### src/rtl/rx_dec_pkg.sv
package rx_dec_pkg;
  typedef enum logic [1:0] {
    CTL_IDLE = 2'b00,
    CTL_STAT = 2'b01,
    CTL_RECV = 2'b10,
    CTL_BAD  = 2'b11
  } ctl_e;

  typedef enum logic [1:0] {
    FR_IDLE,
    FR_PREFIX,
    FR_DATA,
    FR_DROP
  } fr_state_e;
endpackage

### src/rtl/rx_spd_decode.sv
module rx_spd_decode #(
  parameter int DATA_W = 8,
  parameter int SPD_W  = 2
) (
  input  logic [DATA_W-1:0] code_i,
  input  logic [SPD_W-1:0]  max_spd_i,
  output logic              known_o,
  output logic [SPD_W-1:0]  rank_o,
  output logic              beta_o,
  output logic              ok_o
);
  localparam int RANK_LSB = 2;
  localparam logic [SPD_W-1:0] TOP_RANK = '1;

  logic upper_zero;

  assign upper_zero = (code_i[DATA_W-1:RANK_LSB+SPD_W] == '0);
  assign rank_o     = code_i[RANK_LSB+SPD_W-1:RANK_LSB];
  assign beta_o     = code_i[0];
  // top rank exists only in beta format
  assign known_o    = upper_zero && !code_i[1] && ((rank_o != TOP_RANK) || code_i[0]);
  assign ok_o       = known_o && (rank_o <= max_spd_i);
endmodule

### src/rtl/rx_stat_cap.sv
module rx_stat_cap #(
  parameter int DATA_W = 8
) (
  input  logic              clk_i,
  input  logic              rst_ni,
  input  logic              hit_i,
  input  logic [DATA_W-1:0] d_i,
  output logic              vld_o,
  output logic [DATA_W-1:0] stat_o
);
  always_ff @(posedge clk_i or negedge rst_ni) begin
    if (!rst_ni) begin
      vld_o  <= 1'b0;
      stat_o <= '0;
    end else begin
      vld_o <= hit_i;
      if (hit_i) stat_o <= d_i;
    end
  end
endmodule

### src/rtl/rx_frame_fsm.sv
module rx_frame_fsm
  import rx_dec_pkg::*;
#(
  parameter int DATA_W = 8,
  parameter int SPD_W  = 2
) (
  input  logic              clk_i,
  input  logic              rst_ni,
  input  logic [1:0]        ctl_i,
  input  logic [DATA_W-1:0] d_i,
  input  logic              code_ok_i,
  input  logic [SPD_W-1:0]  code_rank_i,
  input  logic              code_beta_i,
  output logic              spd_vld_o,
  output logic [SPD_W-1:0]  spd_o,
  output logic              spd_beta_o,
  output logic              spd_ok_o,
  output logic              drop_o,
  output logic              byte_vld_o,
  output logic [DATA_W-1:0] byte_o,
  output logic              sop_o,
  output logic              eop_o,
  output logic              null_o,
  output logic              err_o
);
  localparam logic [DATA_W-1:0] DATA_ON = '1;

  fr_state_e state_q;
  logic      first_q;
  ctl_e      ctl;

  assign ctl = ctl_e'(ctl_i);

  always_ff @(posedge clk_i or negedge rst_ni) begin
    if (!rst_ni) begin
      state_q    <= FR_IDLE;
      first_q    <= 1'b0;
      spd_vld_o  <= 1'b0;
      spd_o      <= '0;
      spd_beta_o <= 1'b0;
      spd_ok_o   <= 1'b0;
      drop_o     <= 1'b0;
      byte_vld_o <= 1'b0;
      byte_o     <= '0;
      sop_o      <= 1'b0;
      eop_o      <= 1'b0;
      null_o     <= 1'b0;
      err_o      <= 1'b0;
    end else begin
      spd_vld_o  <= 1'b0;
      drop_o     <= 1'b0;
      byte_vld_o <= 1'b0;
      sop_o      <= 1'b0;
      eop_o      <= 1'b0;
      null_o     <= 1'b0;
      err_o      <= 1'b0;
      unique case (ctl)
        CTL_BAD: begin
          err_o   <= 1'b1;
          state_q <= FR_IDLE;
        end
        CTL_STAT: begin
          // status byte handled by capture unit; framing state held
        end
        CTL_IDLE: begin
          if (state_q == FR_PREFIX) null_o <= 1'b1;
          if (state_q == FR_DATA)   eop_o  <= 1'b1;
          state_q <= FR_IDLE;
        end
        CTL_RECV: begin
          unique case (state_q)
            FR_IDLE, FR_PREFIX: begin
              if (d_i == DATA_ON) begin
                state_q <= FR_PREFIX;
              end else begin
                spd_vld_o  <= 1'b1;
                spd_o      <= code_rank_i;
                spd_beta_o <= code_beta_i;
                spd_ok_o   <= code_ok_i;
                drop_o     <= !code_ok_i;
                first_q    <= 1'b1;
                state_q    <= code_ok_i ? FR_DATA : FR_DROP;
              end
            end
            FR_DATA: begin
              byte_vld_o <= 1'b1;
              byte_o     <= d_i;
              sop_o      <= first_q;
              first_q    <= 1'b0;
            end
            FR_DROP: begin
              // payload of a rejected packet is discarded
            end
          endcase
        end
      endcase
    end
  end


  drop_quiet_chk: assert property (@(posedge clk_i) disable iff (!rst_ni)
    (state_q == FR_DROP) |=> !byte_vld_o && !eop_o);


  sop_first_chk: assert property (@(posedge clk_i) disable iff (!rst_ni)
    sop_o |-> byte_vld_o && $past(first_q));


  null_excl_chk: assert property (@(posedge clk_i) disable iff (!rst_ni)
    $onehot0({null_o, eop_o, err_o, byte_vld_o}));
endmodule

### src/rtl/rx_stream_decoder.sv
module rx_stream_decoder
  import rx_dec_pkg::*;
#(
  parameter int DATA_W = 8,
  parameter int SPD_W  = 2
) (
  input  logic              clk_i,
  input  logic              rst_ni,
  input  logic [1:0]        ctl_i,
  input  logic [DATA_W-1:0] d_i,
  input  logic [SPD_W-1:0]  max_spd_i,
  output logic              spd_vld_o,
  output logic [SPD_W-1:0]  spd_o,
  output logic              spd_beta_o,
  output logic              spd_ok_o,
  output logic              drop_o,
  output logic              byte_vld_o,
  output logic [DATA_W-1:0] byte_o,
  output logic              sop_o,
  output logic              eop_o,
  output logic              null_o,
  output logic              stat_vld_o,
  output logic [DATA_W-1:0] stat_o,
  output logic              err_o
);
  logic              code_known;
  logic              code_ok;
  logic [SPD_W-1:0]  code_rank;
  logic              code_beta;

  rx_spd_decode #(.DATA_W(DATA_W), .SPD_W(SPD_W)) u_dec (
    .code_i    (d_i),
    .max_spd_i (max_spd_i),
    .known_o   (code_known),
    .rank_o    (code_rank),
    .beta_o    (code_beta),
    .ok_o      (code_ok)
  );

  rx_frame_fsm #(.DATA_W(DATA_W), .SPD_W(SPD_W)) u_fsm (
    .clk_i       (clk_i),
    .rst_ni      (rst_ni),
    .ctl_i       (ctl_i),
    .d_i         (d_i),
    .code_ok_i   (code_ok),
    .code_rank_i (code_rank),
    .code_beta_i (code_beta),
    .spd_vld_o   (spd_vld_o),
    .spd_o       (spd_o),
    .spd_beta_o  (spd_beta_o),
    .spd_ok_o    (spd_ok_o),
    .drop_o      (drop_o),
    .byte_vld_o  (byte_vld_o),
    .byte_o      (byte_o),
    .sop_o       (sop_o),
    .eop_o       (eop_o),
    .null_o      (null_o),
    .err_o       (err_o)
  );

  rx_stat_cap #(.DATA_W(DATA_W)) u_stat (
    .clk_i  (clk_i),
    .rst_ni (rst_ni),
    .hit_i  (ctl_i == CTL_STAT),
    .d_i    (d_i),
    .vld_o  (stat_vld_o),
    .stat_o (stat_o)
  );


  stat_cap_chk: assert property (@(posedge clk_i) disable iff (!rst_ni)
    stat_vld_o |-> (stat_o == $past(d_i)) && ($past(ctl_i) == CTL_STAT));


  byte_src_chk: assert property (@(posedge clk_i) disable iff (!rst_ni)
    byte_vld_o |-> (byte_o == $past(d_i)) && ($past(ctl_i) == CTL_RECV));


  spd_code_chk: assert property (@(posedge clk_i) disable iff (!rst_ni)
    spd_vld_o |-> ($past(d_i) != '1) && ($past(ctl_i) == CTL_RECV));


  eop_idle_chk: assert property (@(posedge clk_i) disable iff (!rst_ni)
    eop_o |-> $past(ctl_i) == CTL_IDLE);


  null_idle_chk: assert property (@(posedge clk_i) disable iff (!rst_ni)
    null_o |-> $past(ctl_i) == CTL_IDLE);


  spd_limit_chk: assert property (@(posedge clk_i) disable iff (!rst_ni)
    (spd_vld_o && spd_ok_o) |-> spd_o <= $past(max_spd_i));


  drop_known_chk: assert property (@(posedge clk_i) disable iff (!rst_ni)
    (spd_vld_o && !$past(code_known)) |-> drop_o);


  err_cause_chk: assert property (@(posedge clk_i) disable iff (!rst_ni)
    err_o |-> $past(ctl_i) == CTL_BAD);
endmodule

### config.mk
export PLATFORM = sky130hd
export DESIGN_NAME = rx_stream_decoder
export DESIGN_NICKNAME = d
export VERILOG_FILES = /design/src/rtl/rx_dec_pkg.sv /design/src/rtl/rx_spd_decode.sv /design/src/rtl/rx_stat_cap.sv /design/src/rtl/rx_frame_fsm.sv /design/src/rtl/rx_stream_decoder.sv
export SDC_FILE = /design/constraint.sdc
export NUM_CORES = 1
export LEC_CHECK = 0
export BUFFER_PORTS_ARGS = -buffer_cell sky130_fd_sc_hd__buf_2
export CAP_MARGIN = 20
export CORE_UTILIZATION = 49
export CTS_CLUSTER_DIAMETER = 30
export CTS_CLUSTER_SIZE = 28
export DETAILED_ROUTE_END_ITERATION = 6
export PLACE_DENSITY = 0.77
export SETUP_SLACK_MARGIN = 0.4
export SLEW_MARGIN = 5
export SYNTH_ARGS = -nofsm -noshare
export SYNTH_HDL_FRONTEND = slang
export SYNTH_SLANG_ARGS = --single-unit
export TNS_END_PERCENT = 100
### constraint.sdc
create_clock -name clk_i -period 1.3 [get_ports clk_i]
set_input_delay 0.39 -clock clk_i [delete_from_list [all_inputs] [get_ports clk_i]]
set_output_delay 0.39 -clock clk_i [all_outputs]
set_load 0.005 [all_outputs]
==> metrics <==
Yosys warning count=0; status=finished, final reports clean; Clock Skew=18.8 ps; HPWL after DPL=2090 µm; 1st-pass router iterations=6; Top Metal Used=met4; RR Endpoint=u_fsm.byte_o[0]$_DFFE_PN0P_; Iter 0 DRT Violations=20; WL met2=2420 µm; WP buf/inv=1; Worst Hold Class=input port to async pin; Syn Inst Count=92; Slowest Stage Delay on Critical Path=420 ps; CP endpoint kind=primary output; vias per cell=5.24; number of cells on the critical path=1; max-cap check violation count=0; FFs w/ async S/R, synth=1.00; syn_nets=112; routed len/inst=21.0 µm; prevailing post-synth register cell=dfrtp_1; final setup fails=0; Pwr per Cell Area=1380 nW/µm²; WL met3=279 µm; fin. max-slew vios=0; clock tree buffer depth=2; Die Ht=53.2 µm; area post-placement=1830 µm²; gr ovfl total=0; Slew @ Worst Pin=393 ps; die area=2830 µm²; root buffer cell=clkbuf_4; CP required=910 ps; min Tclk post-route=1290 ps; Worst Setup SP=u_fsm.byte_o[2]$_DFFE_PN0P_; CP endpoint=byte_o[2]; clock latency at the later pin of the worst-skew pair=340 ps; Final Hold Viols=0; share of cells above drive strength 1=0.747; Final WS setup=6.82 ps; Setup WS pre-CTS=-237 ps; Core ar.=2480 µm²; vias in the first global route=1075; Synth Register Bits=31; Crit Reg-Reg Startpoint=u_fsm.state_q[1]$_DFFE_PN0P_; pin count of the biggest net entering global routing=32; clock sink count=31; RSZ-0062 raised after global routing=yes; Detail Route Antenna Nets=0; Rows=18; CTS H-tree lvls=2; Max Fanout on Critical Path=2; Worst path slowest cell=dfrtp_1; Worst Setup Path Type=register to primary output; top post-synthesis cells by area=dfrtp_1 (60%), mux2_2 (14%), ha_1 (5.8%), inv_1 (2.0%), nor4_4 (1.7%); post-synthesis cell type count=23; R2R setup slack=70 ps; DIE WIDTH=53.2 µm; Buffers on Ports=41; worst reg-to-reg path cell count=3; worst path cell trace=buf_2; Worst IR Drop VDD=1.18 mV; total chip power=3130 µW; CTS clk-pin slew, worst paths=110 ps; GRT Overall Usage=0.274; register area share after synthesis=0.604; leak pwr=0.00120 µW; number of synthesized flops with an enable pin=0; CTS tree=yes; Vias=1153; Max Clk Rate=773 MHz; CP startpoint kind=register; Top Ports=42; setup_tns=0 ps; DRC=0; total CTS buffers=5; n_diodes=0; worst relative slew slack=0.738; first-pass GRT wire length=5220 µm; Hold Slack=48.6 ps; fin crit share=0.995; GPL Wtd Cong=0.732; syn_area_per_cell=14.0 µm²; Worst Path Arrival=900 ps; Crit path max-delay family=flip-flops; final WL=4610 µm; Initial Util=0.518; nets=209; top cell type's share of synthesized area=0.604; area grow syn2layout=77.1%; cell accounting for the most synthesized area=dfrtp_1; Mapped Area=1280 µm²; antenna violations before repair=0; M1 WL=1780 µm; Post-Layout Inst Area=2270 µm²
-- flip-flops by register name (all words and copies together) (netlist names) --
signal / cells
u_fsm.spd_ok_o: 1
u_fsm.first_q: 1
u_stat.stat_o: 8
u_fsm.sop_o: 1
u_fsm.drop_o: 1
u_fsm.spd_vld_o: 1
u_fsm.byte_vld_o: 1
u_fsm.byte_o: 8
u_fsm.spd_beta_o: 1
u_fsm.null_o: 1
u_stat.vld_o: 1
u_fsm.err_o: 1
u_fsm.eop_o: 1
u_fsm.spd_o: 2
u_fsm.state_q: 2
-- placed cells by master (no fill, tap or decap), drive strengths merged, types with 2 or more instances in the layout --
master	netlist	layout
dfrtp	31	31
inv	7	7
nand2	5	6
clkbuf	1	7
ha	6	6
o21ai	3	3
nor3	2	2
mux2	16	16
o22a	2	2
buf	1	91
nor2b	2	2
nand4	2	2
nor2	5	5
-- power by group --
part	internal (µW)	leakage [µW]	switching, µW
registers	1180	0.000380	146
logic	792	0.000795	467
clock network	210	0.0000293	340
total	2180	0.00120	953
-- Yosys cell counts, drive strengths merged, types with 2 or more instances --
| master | number |
|---|---|
| inv | 7 |
| o21ai | 3 |
| nor2b | 2 |
| nand4 | 2 |
| o22a | 2 |
| dfrtp | 31 |
| ha | 6 |
| nor3 | 2 |
| nand2 | 5 |
| nor2 | 5 |
| mux2 | 16 |
-- cells by family after synthesis --
family / count (synthesis) / synth area share
AO/OA/AOI/OAI: 9 / 0.0595
adder cells (fa/ha/maj): 6 / 0.0585
buffers and inverters: 9 / 0.0292
flip-flops: 31 / 0.604
multiplexers: 16 / 0.140
AND/OR/NAND/NOR: 21 / 0.108
-- per-layer routing --
layer  global-route usage  vias up
met5                    0        -
met4                0.101        0
met3                0.101       16
met2                0.460       63
met1                0.318      570
li1                     -      504
-- repair_timing --
item	CTS	global route
gates cloned	1	0
pin swaps	11	1
buffers inserted	21	9
resized for setup	31	13
hold buffers	0	0
setup endpoints to repair	55	55
-- final cells by class --
type / instances / area [µm²]
flip-flops and latches: 31 / 776
repair buffers: 91 / 677
multi-input cells: 53 / 664
fillers: 99 / 204
inverters: 7 / 68.8
clock buffers: 7 / 45.0
well taps: 30 / 37.5
clock inverters: 1 / 5.00
-- per-stage QoR --
step | utilization | cells
after floorplan | - | 92
after global placement | 0.739 | 181
after detailed placement | 0.739 | 181
after CTS | 0.869 | 211
after global routing | 0.918 | 220
final | 0.918 | 220
-- how the worst min path moves through the flow --
stage / from / endpoint / slack (ps) / cells after the start
floorplan: rst_ni / u_fsm.byte_o[0]$_DFFE_PN0P_ / 90 / 0
global placement: rst_ni / u_stat.stat_o[6]$_DFFE_PN0P_ / 410 / 2
detailed placement: rst_ni / u_stat.stat_o[6]$_DFFE_PN0P_ / 420 / 2
CTS: rst_ni / u_stat.stat_o[6]$_DFFE_PN0P_ / 50 / 2
global route: rst_ni / u_fsm.eop_o$_DFF_PN0_ / 60 / 2
finish: rst_ni / u_fsm.byte_o[2]$_DFFE_PN0P_ / 50 / 2
Power figures use the tool's default switching activity.
